$ cat src/rtl/gpio_retain_pkg.sv
package gpio_retain_pkg;
  typedef enum logic [1:0] {
    MODE_RUN     = 2'd0,
    MODE_LIGHT   = 2'd1,
    MODE_PARTIAL = 2'd2,
    MODE_DEEP    = 2'd3
  } stop_mode_e;

  localparam logic [1:0] ADDR_VIEW = 2'd0;
  localparam logic [1:0] ADDR_DIR  = 2'd1;
  localparam logic [1:0] ADDR_PULL = 2'd2;
  localparam logic [1:0] ADDR_STAT = 2'd3;

  typedef struct packed {
    logic wrData;
    logic wrDir;
    logic wrPull;
    logic clrRegs;
    logic capture;
    logic holdOn;
    logic forceOff;
  } port_strobe_t;
endpackage

$ cat src/rtl/gpio_retain_ctrl.sv
module gpio_retain_ctrl
  import gpio_retain_pkg::*;
(
  input  logic         clk,
  input  logic         rstN,
  input  logic [1:0]   stopMode,
  input  logic [1:0]   busAddr,
  input  logic         busWrEn,
  input  logic         ackBit,
  output port_strobe_t strobe,
  output logic         recFlag
);
  stop_mode_e mode;
  logic holdActive;
  logic wrOk;
  logic ackWr;

  always_comb begin
    mode          = stop_mode_e'(stopMode);
    wrOk          = busWrEn && (mode == MODE_RUN);
    ackWr         = wrOk && (busAddr == ADDR_STAT) && ackBit;
    strobe.wrData   = wrOk && (busAddr == ADDR_VIEW);
    strobe.wrDir    = wrOk && (busAddr == ADDR_DIR);
    strobe.wrPull   = wrOk && (busAddr == ADDR_PULL);
    strobe.clrRegs  = (mode == MODE_PARTIAL) || (mode == MODE_DEEP);
    strobe.capture  = (mode == MODE_PARTIAL) && !holdActive;
    strobe.holdOn   = holdActive;
    strobe.forceOff = (mode == MODE_DEEP);
  end

  always_ff @(posedge clk or negedge rstN) begin
    if (!rstN) begin
      holdActive <= 1'b0;
      recFlag    <= 1'b0;
    end else if (mode == MODE_DEEP) begin
      holdActive <= 1'b0;
      recFlag    <= 1'b0;
    end else if (mode == MODE_PARTIAL) begin
      holdActive <= 1'b1;
      recFlag    <= 1'b1;
    end else if (ackWr) begin
      holdActive <= 1'b0;
      recFlag    <= 1'b0;
    end
  end
endmodule

$ cat src/rtl/gpio_retain_datapath.sv
module gpio_retain_datapath
  import gpio_retain_pkg::*;
#(
  parameter int PORT_W     = 6,
  parameter int DATA_W     = 8,
  parameter int LIVE_BIT   = 5,
  parameter int STORED_BIT = 4
) (
  input  logic              clk,
  input  logic              rstN,
  input  port_strobe_t      strobe,
  input  logic [1:0]        busAddr,
  input  logic [PORT_W-1:0] wrVal,
  input  logic [PORT_W-1:0] padIn,
  input  logic              recFlag,
  output logic [DATA_W-1:0] rdData,
  output logic [PORT_W-1:0] padOut,
  output logic [PORT_W-1:0] padOe,
  output logic [PORT_W-1:0] padPu
);
  logic [PORT_W-1:0] dataReg, dirReg, pullReg;
  logic [PORT_W-1:0] latOut, latOe, latPu;
  logic [PORT_W-1:0] pinView;

  always_ff @(posedge clk or negedge rstN) begin
    if (!rstN) begin
      dataReg <= '0;
      dirReg  <= '0;
      pullReg <= '0;
    end else if (strobe.clrRegs) begin
      dataReg <= '0;
      dirReg  <= '0;
      pullReg <= '0;
    end else begin
      if (strobe.wrData) dataReg <= wrVal;
      if (strobe.wrDir)  dirReg  <= wrVal;
      if (strobe.wrPull) pullReg <= wrVal;
    end
  end

  always_ff @(posedge clk or negedge rstN) begin
    if (!rstN) begin
      latOut <= '0;
      latOe  <= '0;
      latPu  <= '0;
    end else if (strobe.capture) begin
      latOut <= dataReg;
      latOe  <= dirReg;
      latPu  <= pullReg;
    end
  end

  always_comb begin
    if (strobe.forceOff) begin
      padOut = '0;
      padOe  = '0;
      padPu  = '0;
    end else if (strobe.holdOn) begin
      padOut = latOut;
      padOe  = latOe;
      padPu  = latPu;
    end else begin
      padOut = dataReg;
      padOe  = dirReg;
      padPu  = pullReg;
    end
  end

  for (genvar i = 0; i < PORT_W; i++) begin : g_view
    if (i == LIVE_BIT) begin : g_live
      assign pinView[i] = padIn[i];
    end else if (i == STORED_BIT) begin : g_stored
      assign pinView[i] = dataReg[i];
    end else begin : g_mux
      assign pinView[i] = dirReg[i] ? dataReg[i] : padIn[i];
    end
  end

  always_comb begin
    unique case (busAddr)
      ADDR_VIEW: rdData = DATA_W'(pinView);
      ADDR_DIR:  rdData = DATA_W'(dirReg);
      ADDR_PULL: rdData = DATA_W'(pullReg);
      default:   rdData = DATA_W'(recFlag);
    endcase
  end
endmodule

$ cat src/rtl/gpio_retain_port.sv
module gpio_retain_port
  import gpio_retain_pkg::*;
#(
  parameter int PORT_W     = 6,
  parameter int DATA_W     = 8,
  parameter int LIVE_BIT   = 5,
  parameter int STORED_BIT = 4,
  parameter int ACK_BIT    = 1
) (
  input  logic              clk,
  input  logic              rstN,
  input  logic [1:0]        busAddr,
  input  logic              busWrEn,
  input  logic [DATA_W-1:0] busWrData,
  output logic [DATA_W-1:0] busRdData,
  input  logic [1:0]        stopMode,
  input  logic [PORT_W-1:0] padIn,
  output logic [PORT_W-1:0] padOut,
  output logic [PORT_W-1:0] padOe,
  output logic [PORT_W-1:0] padPu
);
  port_strobe_t strobe;
  logic recFlag;

  gpio_retain_ctrl u_ctrl (
    .clk      (clk),
    .rstN     (rstN),
    .stopMode (stopMode),
    .busAddr  (busAddr),
    .busWrEn  (busWrEn),
    .ackBit   (busWrData[ACK_BIT]),
    .strobe   (strobe),
    .recFlag  (recFlag)
  );

  gpio_retain_datapath #(
    .PORT_W     (PORT_W),
    .DATA_W     (DATA_W),
    .LIVE_BIT   (LIVE_BIT),
    .STORED_BIT (STORED_BIT)
  ) u_dp (
    .clk     (clk),
    .rstN    (rstN),
    .strobe  (strobe),
    .busAddr (busAddr),
    .wrVal   (busWrData[PORT_W-1:0]),
    .padIn   (padIn),
    .recFlag (recFlag),
    .rdData  (busRdData),
    .padOut  (padOut),
    .padOe   (padOe),
    .padPu   (padPu)
  );
endmodule

$ cat config.mk
export PLATFORM = sky130hd
export DESIGN_NAME = gpio_retain_port
export DESIGN_NICKNAME = d
export VERILOG_FILES = /design/src/rtl/gpio_retain_pkg.sv /design/src/rtl/gpio_retain_ctrl.sv /design/src/rtl/gpio_retain_datapath.sv /design/src/rtl/gpio_retain_port.sv
export SDC_FILE = /design/constraint.sdc
export NUM_CORES = 1
export LEC_CHECK = 0
export ABC_AREA = 1
export CORE_UTILIZATION = 50
export DETAILED_ROUTE_END_ITERATION = 10
export DONT_BUFFER_PORTS = 1
export SLEW_MARGIN = 20
export SYNTH_ARGS = -nofsm -noshare
export SYNTH_HDL_FRONTEND = slang
export SYNTH_SLANG_ARGS = --single-unit
$ cat constraint.sdc
create_clock -name clk -period 2.38 [get_ports clk]
set_input_delay 0.476 -clock clk [delete_from_list [all_inputs] [get_ports clk]]
set_output_delay 0.476 -clock clk [all_outputs]
set_load 0.01 [all_outputs]
==> results.json <==
{
  "synth_compound_area_share_pct": 14.14,
  "setup-tns-final_ns": 0,
  "status": "finished clean",
  "synth_cell_type_count": 19,
  "cts.sinks": 37,
  "worst_slew_pin_slew_ns": 0.5539,
  "finalSetupViolations": 0,
  "antennaDiodeCount": 0,
  "synth_top_area_cell": "dfrtp_1",
  "area_growth_pct": 4.464,
  "viasPerCell": 5.193,
  "r2r-end": "u_dp.latOut[2]",
  "grt_pass1_wl_mm": 7.734,
  "cp-start-kind": "flip-flop",
  "ant_nets": 0,
  "muxShareOfSynthArea_pct": 0,
  "wire_per_inst_um": 14.48,
  "required_ns": 1.90,
  "post_cts_buffers": 0,
  "syn_area_um2": 2018,
  "vias": 1641,
  "critPathCaptureType": "primary output",
  "power_mw": 1.264,
  "startpoint": "u_ctrl.recFlag",
  "drt_iter0_drc": 158,
  "finalMaxSlewViolations": 0,
  "io_buffers": 0,
  "clkLatencyLatePin_ns": 0.28,
  "drive_gt1_share_pct": 8.209,
  "p_leak_nw": 1.048,
  "gp_congestion": 0.8320,
  "max_freq_mhz": 496.6,
  "critPathCapture": "padOe[4]",
  "hold_path.class": "primary input to asynchronous set/reset pin",
  "grt-ovfl-total": 0,
  "core-area_um2": 3771,
  "num_rows": 22,
  "route.met2.wl_mm": 2.014,
  "antenna_found_initial": 0,
  "die_x_um": 65.53,
  "synth.avg_cell_area_um2": 7.447,
  "critPathKind": "flip-flop to primary output",
  "final_core_util_pct": 55.91,
  "period_needed_ns": 2.014,
  "rsz0062_at_grt": "no",
  "grt_pass1_vias": 1520,
  "synth_seq_area_share_pct": 45.88,
  "drc": 0,
  "dp_hpwl_mm": 3.262,
  "ys_ff_latch": 37,
  "drt-pass1-iter-count": 4,
  "start_util_pct": 53.52,
  "final_cells": 316,
  "die_height_um": 65.53,
  "synthTopCellsByArea": "dfrtp_1 46%, nand2_1 15%, o21ai_0 8.2%, nand3_1 6.4%, inv_1 5.4%",
  "vdd_drop_max_mv": 0.2708,
  "synth_top_family_by_area": "simple AND/OR/NAND/NOR gates",
  "grt_max_degree": 39,
  "synth_edf_count": 0,
  "crit_fanout": 38,
  "skew_ns": 0.004443,
  "yosys.area_share.simple_pct": 28.64,
  "synth_fa_ha_area_share_pct": 0,
  "synth-async-reset-ratio_pct": 100.0,
  "h-tree-depth": 2,
  "wl_met3_um": 242,
  "drv_cap": 0,
  "cts_resized": 0,
  "wl_mm": 4.575,
  "cp.arrival_ns": 1.54,
  "met1_length_mm": 2.269,
  "ys.flop_type": "dfrtp_1",
  "r2r_slack_ns": 0.74,
  "hold_violations": 0,
  "io_pins": 47,
  "syn_inst": 271,
  "clk_pin_slew_ns": 0.07,
  "cts_tree": "yes",
  "synth_xor_area_share_pct": 0,
  "cts_made_buffers": 5,
  "timing.rr.start": "u_ctrl.recFlag",
  "yosys_warnings": 0,
  "topRoutingLayerUsed": "met4",
  "root_buffer": "clkbuf_8",
  "hold_ws_ns": 0.01786,
  "nNetsFinal": 289,
  "place_inst": 308,
  "min_period_over_period_pct": 84.61,
  "grt_use_total_pct": 24.33,
  "n_fill_cell": 400,
  "dieArea_um2": 4294,
  "slew_headroom_pct": 63.02,
  "cts_buffer_depth": 2,
  "r2r_cells": 3,
  "power_density_nw_per_um2": 599.8,
  "synth_top_area_share_pct": 45.88
}
cell usage in the layout, fill, tap and decap left out:
cell | Yosys | routed
a21oi_1 | 18 | 18
buf_12 | 0 | 1
clkbuf_1 | 0 | 1
clkbuf_8 | 0 | 6
clkinv_4 | 2 | 2
conb_1 | 1 | 2
dfrtp_1 | 37 | 37
inv_1 | 29 | 29
inv_2 | 5 | 5
nand2_1 | 81 | 81
nand2_2 | 1 | 1
nand2_4 | 3 | 3
nand3_1 | 26 | 26
nand3_4 | 1 | 1
nor2_1 | 14 | 14
nor2_4 | 3 | 3
o211ai_1 | 2 | 2
o21ai_0 | 33 | 33
o21ai_1 | 3 | 3
registers in the layout, summed over array words and instances (netlist names):
signal	count
u_dp.dirReg	6
u_dp.pullReg	6
u_dp.dataReg	6
u_dp.latOe	6
u_dp.latOut	6
u_ctrl.recFlag	1
u_dp.latPu	6
worst max-delay path, cell delays in order, from the launching register on:
cell	delay, ns
dfrtp_1	0.40
inv_2	0.42
o21ai_0	0.14
a21oi_1	0.28
logic make-up (layout without fill, tap and decap cells):
group                  after synthesis  count (layout)
AO/OA/AOI/OAI                       56              56
buffers and inverters               48              44
flip-flops                          37              37
other                                1               2
AND/OR/NAND/NOR                    129             129
Yosys cell counts, types with 3 or more instances:
| library cell | n |
|---|---|
| o21ai_1 | 3 |
| nand3_1 | 26 |
| buf_4 | 3 |
| nand2_1 | 81 |
| inv_1 | 29 |
| buf_2 | 7 |
| a21oi_1 | 18 |
| dfrtp_1 | 37 |
| inv_2 | 5 |
| nor2_1 | 14 |
| nor2_4 | 3 |
| nand2_4 | 3 |
| o21ai_0 | 33 |
area by class of cell:
| class | count | area (um^2) | area share, % |
|---|---|---|---|
| timing repair buffer | 1 | 20.02 | 0.9496 |
| multi-input combinational | 187 | 870.8 | 41.31 |
| tap | 48 | 60.06 | 2.849 |
| inverter | 36 | 145.1 | 6.884 |
| clock buffer | 7 | 86.33 | 4.095 |
| sequential | 37 | 925.9 | 43.92 |
worst min-delay path by stage:
stage | from | end | slack, ns
floorplan | rstN | u_ctrl.recFlag | 0.18
global placement | rstN | u_dp.latPu[5] | 0.18
detailed placement | rstN | u_dp.latOut[5] | 0.18
CTS | rstN | u_dp.latOut[5] | 0.03
global route | rstN | u_dp.latOut[5] | 0.02
finish | rstN | u_dp.latOut[5] | 0.02
power breakdown:
group          internal [mW]  switching [mW]
registers              0.648          0.0122
clock network          0.230           0.211
logic                 0.0421           0.122
total                  0.919           0.345
per-stage QoR:
stage,worst slack [ns],instance area (um^2)
CTS,0.3564,2108
detailed placement,0.6754,2002
global route,0.2023,2108
global placement,0.6862,2002
finish,0.3663,2108
floorplan,0.7586,2022
timing repair:
action	4_1_cts	5_1_grt
endpoints found under the setup margin	0	0
endpoints found under the hold margin	37	0
hold buffers	1	0
metal layers:
layer / vias to the layer above / global-route usage, %
met4: 0 / 6.522
met1: 745 / 35.73
li1: 851 / -
met3: 5 / 6.597
met2: 40 / 34.92
met5: - / 0
No activity file was read; power rests on OpenSTA's default activity.
